### src/rtl/trace_tx_pkg.sv
package trace_tx_pkg;
  localparam logic [7:0] OFF_CTRL = 8'hE8;
  localparam logic [7:0] OFF_PTR  = 8'hEA;
  localparam logic [7:0] OFF_DATA = 8'hEC;
  localparam logic [7:0] OFF_NONE = 8'hEE;

  typedef struct packed {
    logic mark_dis;
    logic idle;
    logic inv;
    logic lsb_first;
  } tt_ctl_t;
endpackage

### src/rtl/trace_store.sv
module trace_store #(
  parameter int DEPTH  = 16,
  parameter int BYTE_W = 8,
  localparam int IDX_W = $clog2(DEPTH)
) (
  input  logic              clk,
  input  logic              we,
  input  logic [IDX_W-1:0]  waddr,
  input  logic [BYTE_W-1:0] wdata,
  input  logic [IDX_W-1:0]  raddr_a,
  output logic [BYTE_W-1:0] rdata_a,
  input  logic [IDX_W-1:0]  raddr_b,
  output logic [BYTE_W-1:0] rdata_b
);
  logic [BYTE_W-1:0] mem [DEPTH];

  always_ff @(posedge clk) begin
    if (we) mem[waddr] <= wdata;
  end

  assign rdata_a = mem[raddr_a];
  assign rdata_b = mem[raddr_b];
endmodule

### src/rtl/trace_regs.sv
module trace_regs
  import trace_tx_pkg::*;
#(
  parameter int REG_W  = 16,
  parameter int ADDR_W = 8,
  parameter int BYTE_W = 8,
  parameter int IDX_W  = 4
) (
  input  logic              clk,
  input  logic              rst,
  input  logic [ADDR_W-1:0] reg_addr,
  input  logic [REG_W-1:0]  reg_wdata,
  input  logic              reg_we,
  output logic [REG_W-1:0]  reg_rdata,
  input  logic [BYTE_W-1:0] ptr_byte,
  output tt_ctl_t           ctl,
  output logic [IDX_W-1:0]  ptr,
  output logic              st_we,
  output logic [BYTE_W-1:0] st_wdata
);
  localparam int CTL_W = $bits(tt_ctl_t);

  logic [REG_W-1:0] rd_next;

  assign st_we    = reg_we && (reg_addr == OFF_DATA);
  assign st_wdata = reg_wdata[BYTE_W-1:0];

  always_ff @(posedge clk) begin
    if (rst) begin
      ctl <= '0;
      ptr <= '0;
    end else if (reg_we) begin
      if (reg_addr == OFF_CTRL) ctl <= tt_ctl_t'(reg_wdata[CTL_W-1:0]);
      if (reg_addr == OFF_PTR)  ptr <= reg_wdata[IDX_W-1:0];
    end
  end

  always_comb begin
    rd_next = '0;
    case (reg_addr)
      OFF_CTRL: rd_next[CTL_W-1:0]  = ctl;
      OFF_PTR:  rd_next[IDX_W-1:0]  = ptr;
      OFF_DATA: rd_next[BYTE_W-1:0] = ptr_byte;
      default:  rd_next = '0;
    endcase
  end

  always_ff @(posedge clk) begin
    if (rst) reg_rdata <= '0;
    else     reg_rdata <= rd_next;
  end

  // control word clears on reset
  p_ctl_reset_r2: assert property (@(posedge clk) rst |=> (ctl == '0));
  // unused offset reads zero
  p_unused_zero_r1: assert property (@(posedge clk) disable iff (rst)
    (reg_addr == OFF_NONE) |=> (reg_rdata == '0));
  // reserved control bits read zero
  p_rsv_zero_r2: assert property (@(posedge clk) disable iff (rst)
    (reg_addr == OFF_CTRL) |=> (reg_rdata[REG_W-1:CTL_W] == '0));
endmodule

### src/rtl/trace_ser.sv
module trace_ser
  import trace_tx_pkg::*;
#(
  parameter int DEPTH  = 16,
  parameter int BYTE_W = 8,
  localparam int IDX_W = $clog2(DEPTH),
  localparam int CNT_W = $clog2(BYTE_W)
) (
  input  logic              clk,
  input  logic              rst,
  input  logic              bit_stb,
  input  logic              byte_stb,
  input  tt_ctl_t           ctl,
  output logic [IDX_W-1:0]  rd_idx,
  input  logic [BYTE_W-1:0] rd_byte,
  output logic              ser_out
);
  logic [CNT_W-1:0]  bit_cnt;
  logic [IDX_W-1:0]  byte_idx;
  logic [BYTE_W-1:0] shreg;
  logic              inv_q;

  logic [IDX_W-1:0]  idx_sel;
  logic              load;
  logic [BYTE_W-1:0] base;
  logic [BYTE_W-1:0] flipped;
  logic [BYTE_W-1:0] ordered;

  assign idx_sel = byte_stb ? '0 : byte_idx;
  assign rd_idx  = idx_sel;
  assign load    = bit_stb && (byte_stb || (bit_cnt == '0));
  assign base    = ctl.idle ? '0 : rd_byte;

  for (genvar i = 0; i < BYTE_W; i++) begin : g_rev
    assign flipped[i] = base[BYTE_W-1-i];
  end

  always_comb begin
    ordered = ctl.lsb_first ? flipped : base;
    if (!ctl.mark_dis) ordered[BYTE_W-1] = (idx_sel == '0);
  end

  always_ff @(posedge clk) begin
    if (rst) begin
      bit_cnt  <= '0;
      byte_idx <= '0;
      shreg    <= '0;
      inv_q    <= 1'b0;
      ser_out  <= 1'b0;
    end else if (bit_stb) begin
      if (load) begin
        ser_out  <= ordered[BYTE_W-1] ^ ctl.inv;
        shreg    <= ordered << 1;
        inv_q    <= ctl.inv;
        bit_cnt  <= CNT_W'(1);
        byte_idx <= idx_sel;
      end else begin
        ser_out <= shreg[BYTE_W-1] ^ inv_q;
        shreg   <= shreg << 1;
        if (bit_cnt == CNT_W'(BYTE_W - 1)) begin
          bit_cnt  <= '0;
          byte_idx <= (byte_idx == IDX_W'(DEPTH - 1)) ? '0 : byte_idx + 1'b1;
        end else begin
          bit_cnt <= bit_cnt + 1'b1;
        end
      end
    end else if (byte_stb) begin
      bit_cnt  <= '0;
      byte_idx <= '0;
    end
  end

  // output holds without a bit strobe
  p_hold_r8: assert property (@(posedge clk) disable iff (rst)
    !bit_stb |=> $stable(ser_out));
  // lone start strobe realigns to byte 0, bit 0
  p_realign_r9: assert property (@(posedge clk) disable iff (rst)
    (byte_stb && !bit_stb) |=> (bit_cnt == '0 && byte_idx == '0));
  // byte 0 begins with a set mark when marking is on and not inverted
  p_mark_r5: assert property (@(posedge clk) disable iff (rst)
    (bit_stb && byte_stb && !ctl.mark_dis && !ctl.inv) |=> ser_out);
  // idle with marking off and no inversion sends zero first
  p_idle_r6: assert property (@(posedge clk) disable iff (rst)
    (bit_stb && byte_stb && ctl.idle && ctl.mark_dis && !ctl.inv) |=> !ser_out);
endmodule

### src/rtl/trace_id_tx.sv
module trace_id_tx
  import trace_tx_pkg::*;
#(
  parameter int DEPTH  = 16,
  parameter int BYTE_W = 8,
  parameter int REG_W  = 16,
  parameter int ADDR_W = 8
) (
  input  logic              clk,
  input  logic              rst,
  input  logic [ADDR_W-1:0] reg_addr,
  input  logic [REG_W-1:0]  reg_wdata,
  input  logic              reg_we,
  output logic [REG_W-1:0]  reg_rdata,
  input  logic              bit_stb,
  input  logic              byte_stb,
  output logic              ser_out
);
  localparam int IDX_W = $clog2(DEPTH);

  tt_ctl_t           ctl;
  logic [IDX_W-1:0]  ptr;
  logic              st_we;
  logic [BYTE_W-1:0] st_wdata;
  logic [BYTE_W-1:0] ptr_byte;
  logic [IDX_W-1:0]  ser_idx;
  logic [BYTE_W-1:0] ser_byte;

  trace_regs #(.REG_W(REG_W), .ADDR_W(ADDR_W), .BYTE_W(BYTE_W), .IDX_W(IDX_W)) u_regs (
    .clk(clk), .rst(rst), .reg_addr(reg_addr), .reg_wdata(reg_wdata),
    .reg_we(reg_we), .reg_rdata(reg_rdata), .ptr_byte(ptr_byte),
    .ctl(ctl), .ptr(ptr), .st_we(st_we), .st_wdata(st_wdata)
  );

  trace_store #(.DEPTH(DEPTH), .BYTE_W(BYTE_W)) u_store (
    .clk(clk), .we(st_we), .waddr(ptr), .wdata(st_wdata),
    .raddr_a(ptr), .rdata_a(ptr_byte),
    .raddr_b(ser_idx), .rdata_b(ser_byte)
  );

  trace_ser #(.DEPTH(DEPTH), .BYTE_W(BYTE_W)) u_ser (
    .clk(clk), .rst(rst), .bit_stb(bit_stb), .byte_stb(byte_stb),
    .ctl(ctl), .rd_idx(ser_idx), .rd_byte(ser_byte), .ser_out(ser_out)
  );
endmodule

### config.mk
export PLATFORM = sky130hd
export DESIGN_NAME = trace_id_tx
export DESIGN_NICKNAME = d
export VERILOG_FILES = /design/src/rtl/trace_tx_pkg.sv /design/src/rtl/trace_store.sv /design/src/rtl/trace_regs.sv /design/src/rtl/trace_ser.sv /design/src/rtl/trace_id_tx.sv
export SDC_FILE = /design/constraint.sdc
export NUM_CORES = 1
export LEC_CHECK = 0
export BUFFER_PORTS_ARGS = -buffer_cell sky130_fd_sc_hd__buf_2
export CORE_MARGIN = 10
export CORE_UTILIZATION = 55
export CTS_BUF_LIST = sky130_fd_sc_hd__clkbuf_16
export DETAILED_ROUTE_END_ITERATION = 10
export HOLD_SLACK_MARGIN = 0.08
export PLACE_DENSITY_LB_ADDON = 0.1
export SYNTH_ARGS = -nofsm -noshare
export SYNTH_HDL_FRONTEND = slang
export SYNTH_SLANG_ARGS = --single-unit
### constraint.sdc
create_clock -name clk -period 2.9 [get_ports clk]
set_input_delay 0.87 -clock clk [delete_from_list [all_inputs] [get_ports clk]]
set_output_delay 0.87 -clock clk [all_outputs]
set_load 0.01 [all_outputs]
# After elaboration in Yosys (flattened, before gate mapping)
# Memory sizes are Yosys's and may differ from the RTL's. A register that Yosys moved wholly into a read port is not among the register bits.
# Cells that the tools add are included.
[classes] add_sub_neg=2 n_eq_ne=6 mux=19 bitwise=3 n_reduce_logical=10
[op_table] op="4-bit two-way mux" count=7
[op_table] op="8-bit == test, second input constant" count=3
[op_table] op="8-bit two-way mux" count=3
[op_table] op="3-bit two-way mux" count=4
[op_table] op="4-bit one-hot mux with 3 select lines" count=1
[op_table] op="2-bit AND reduction" count=3
[op_table] op="4-bit by 1-bit adder with 4-bit output, second input constant" count=1
[op_table] op="4-bit == test, second input constant" count=1
[op_table] op="4-bit zero test" count=1
[op_table] op="1-bit two-way mux" count=4
[op_table] op="3-bit by 1-bit adder with 3-bit output, second input constant" count=1
[op_table] op="3-bit == test, second input constant" count=1
[op_table] op="3-bit zero test" count=1
[op_table] op="3-bit by 1-bit != test with 1-bit output, second input constant" count=1
[op_table] op="1-bit logical AND" count=2
[op_table] op="2-bit nonzero test" count=1
[op_table] op="2-bit OR reduction" count=1
[op_table] op="1-bit bitwise XOR" count=2
[op_table] op="1-bit logical OR" count=1
[op_table] op="1-bit NOT" count=1
[totals] reg_bits=41 mem_bits_rw=128 output_inout_bits=17 memories=1
[mem_list] memory="u_store.mem" words=16 word_bits=8 rd=2 rd_clocked_by_memory_dff=1 wr=1 line_no="trace_store.sv:15" source="logic [BYTE_W-1:0] mem [DEPTH];"

# Logic depth before layout (Yosys ltp)
# An unclocked memory read counts as a cell.
[depth] ltp_word=7 mapped_depth=9 mapped_depth_nobuf=7

# Modules after synthesis
# A second synthesis with hierarchy kept.
[unflattened] hier_cells=484 area_unflattened_um2=7843.8
[by_module_without_submodules] mod="trace_store" n_inst=1 cells_per_inst=291 area_per_inst_um2=6025.8 seq_area_each_um2=3843.7
[by_module_without_submodules] mod="trace_ser" n_inst=1 cells_per_inst=101 area_per_inst_um2=945.9 seq_area_each_um2=320.3
[by_module_without_submodules] mod="trace_regs" n_inst=1 cells_per_inst=92 area_per_inst_um2=872.1 seq_area_each_um2=320.3

# Worst setup path after synthesis
# No wires, ideal clock.
[synth_path] path_type="in2reg" startpoint="input port reg_addr[4]" endpoint="memory u_store.mem[0][0], enable pin" t_arrival_ns=2.639 setup_slack_ns=-0.123 path_stages=6 cell_sequence="and4bb_2 > nor4bb_1 > clkbuf_1 > nand2_1 > or3_1 > nor3_1"
[synth_between] elab_chain_cells=4
[synth_rtl] element="start: declaration" line_no="trace_id_tx.sv:11" source="input logic [ADDR_W-1:0] reg_addr,"
[synth_rtl] element="8-bit == test" line_no="trace_regs.sv:25" source="assign st_we = reg_we && (reg_addr == OFF_DATA);"
[synth_rtl] element="1-bit logical AND" line_no="trace_regs.sv:25"
[synth_rtl] element="1-bit two-way mux" line_no="trace_store.sv:18" source="if (we) mem[waddr] <= wdata;"
[synth_rtl] element="1-bit two-way mux (not written as such)" line_no="trace_store.sv:18"
[synth_rtl] element="end: declaration" line_no="trace_store.sv:15"
# Every way passes these cells.

==> reports/metrics.yaml <==
run_status: "finished clean"
hold_path.class: "reg2reg"
gr-total-overflow: 0
final_common_cell: "edfxtp_1"
cp.required_ns: 3.20
yosysTopAreaCell: "edfxtp_1"
grtUsageMet1_pct: 27.4
antenna_cells: 0
detail_route.wl_per_cell_um: 24.8
dp_hpwl_mm: 13.8
vias_per_cell: 6.61
portBuffers: 29
maxSlewHeadroom_pct: 34.9
drive_gt1_share_pct: 23.9
grt_pass1_wl_mm: 31.7
cts-root-buf: "clkbuf_16"
max_freq_mhz: 391
async_reset_ff_share_pct: 0
startpoint_type: "register"
crit_fanout: 11
avgSynthCellArea_um2: 13.7
dr.pass1.iters: 6
insertion_delay_ns: 0.43
post_synth_num_cell_types: 55
cts.htree.levels: 4
cts_made_buffers: 17
grt_pass1_vias: 5414
nFillCells: 1028
hold_buffers: 0
p_leak_nw: 2.92
max_cap_violations: 0
pre_cts_ws_ns: -0.0193
synth_cells: 583
cts_resized: 0
grtUsageMet3_pct: 4.43
vias: 5426
gp_congestion: 0.926
die_y_um: 140
drt-initial-drc-count: 506
ios: 46
drcViolationCount: 0
coreArea_mm2: 0.0140
synth_edf_count: 128
synthTopCellsByArea: "edfxtp_1, dfxtp_1, mux4_2, mux2i_1, a211oi_1"
setup_ws_ns: 0.344
yosys_warnings: 0
fin_tns_setup_ns: 0
antenna_found_initial: 0
p_per_area_mw_per_mm2: 564
worst_slew_pin_slew_ns: 0.975
yosysTopAreaCellShare_pct: 48.3
num_rows: 43
synth_seq_cells: 164
synth_flop_cell: "edfxtp_1"
slew_viol_final: 0
area_delta_synth_final_pct: 13.8
finalSetupViolCount: 0
layout_common_cells: "edfxtp_1, mux2i_1, buf_4"
clock-sinks: 164
top_usage_layer: "met2"
rsz0062_at_grt: "no"
syn_area_mm2: 0.00796
min_period_over_period_pct: 88.1
hold_violations: 0
multi_input_area_mm2: 0.00307
fin_crit_ns: 2.56
seq_area_frac_synth_pct: 57.3
die_w_um: 140
postCtsSetupBuffers: 0
fin_nets: 661
critPathKind: "reg2reg"
gr-usage-met2_pct: 33.6
path_clk_slew_ns: 0.06
cp.arrival_ns: 2.85
drtAntennaViolNets: 0
whs_ns: 0.475
die_area_mm2: 0.0197
globalRouteTotalUtil_pct: 21.0
clockBufferDepth: 2
regArea_mm2: 0.00457
grt_max_degree: 64
drt-total-wl_mm: 20.3
vdd_drop_max_mv: 0.391
cts_tree: "built"
worst_clock_skew_ns: 0.00624
end_kind: "register"
start_util_pct: 56.7
[state kept, by name (all words and copies together) (netlist names), named ones only]
signal / count
u_regs.reg_rdata: 8
u_store.mem: 128
u_regs.ptr: 4
u_regs.ctl: 4
u_ser.byte_idx: 4
u_ser.bit_cnt: 3
u_ser.ser_out: 1
u_ser.inv_q: 1
u_ser.shreg: 7
[per-layer routing]
metal	up-vias	wire (um)
met5	-	0
met4	0	466
met3	33	1670
met2	258	9890
met1	2728	8330
li1	2407	-
[critical path, stage by stage, from the launching register on]
cell and delay, ns:
dfxtp_2 0.64, mux4_2 0.57, nor2b_1 0.14, a211oi_1 0.46
a21oi_1 0.15, a222oi_1 0.37, nor2_1 0.07
[worst paths after layout]
check / from / to / slack [ns] / cells after the start
max: register / u_regs.reg_rdata[3] / 0.34 / 6
min: u_ser.shreg[1] / u_ser.shreg[1] / 0.48 / 2
max reg2reg: register / u_regs.reg_rdata[3] / 0.34 / 6
min reg2reg: u_ser.shreg[1] / u_ser.shreg[1] / 0.48 / 2
[synth_stat cells, types with 4 or more instances]
library cell    n
a211oi_1       42
a21oi_1        20
a221oi_1       12
a222oi_1        4
a22oi_1         4
a31oi_1        11
and3b_1         8
buf_1           6
buf_2          10
buf_4          13
buf_6           8
clkbuf_1       19
dfxtp_1        36
edfxtp_1      128
ha_1            4
inv_1           6
mux2i_1        50
mux4_2         32
nand2_1        19
nand2b_1       11
nand3_1         9
nor2_1         26
nor2b_1        29
nor3_1          5
o21ai_0         9
o22ai_1        14
o311a_1         6
[cells by family after synthesis]
| logic type | Yosys count | synth area share, % |
|---|---|---|
| flops | 164 | 57.3 |
| mux | 82 | 15.3 |
| simple gates | 133 | 9.79 |
| fa+ha+maj | 4 | 0.629 |
| xor+xnor | 1 | 0.110 |
| other cells | 1 | 0.0471 |
| buf+inv | 63 | 4.49 |
| compound gates | 135 | 12.3 |
[area by class of cell]
cell class                      count  area share (%)
Clock buffer                       17            4.70
Clock inverter                     15            2.36
Inverter                            7           0.290
Multi-Input combinational cell    363            33.9
Sequential cell                   164            50.4
Tap cell                          180            2.49
Timing Repair Buffer               75            5.83
[power by group]
group	total (mW)	switching (mW)	internal [mW]
combinational	0.143	0.0964	0.0466
clock	2.42	0.907	1.52
sequential	2.54	0.00634	2.54
total	5.11	1.01	4.10
[per-stage QoR]
step | std cells | util, % | total power [mW] | instance area (um^2)
2_1_floorplan | 590 | - | 2.68 | 7990
3_3_place_gp | 789 | 59.9 | 2.73 | 8420
3_5_place_dp | 789 | 59.9 | 2.74 | 8420
4_1_cts | 821 | 64.5 | 5.13 | 9060
5_1_grt | 821 | 64.5 | 5.24 | 9060
6_report | 821 | 64.5 | 5.11 | 9060
Power figures use the tool's default switching activity.
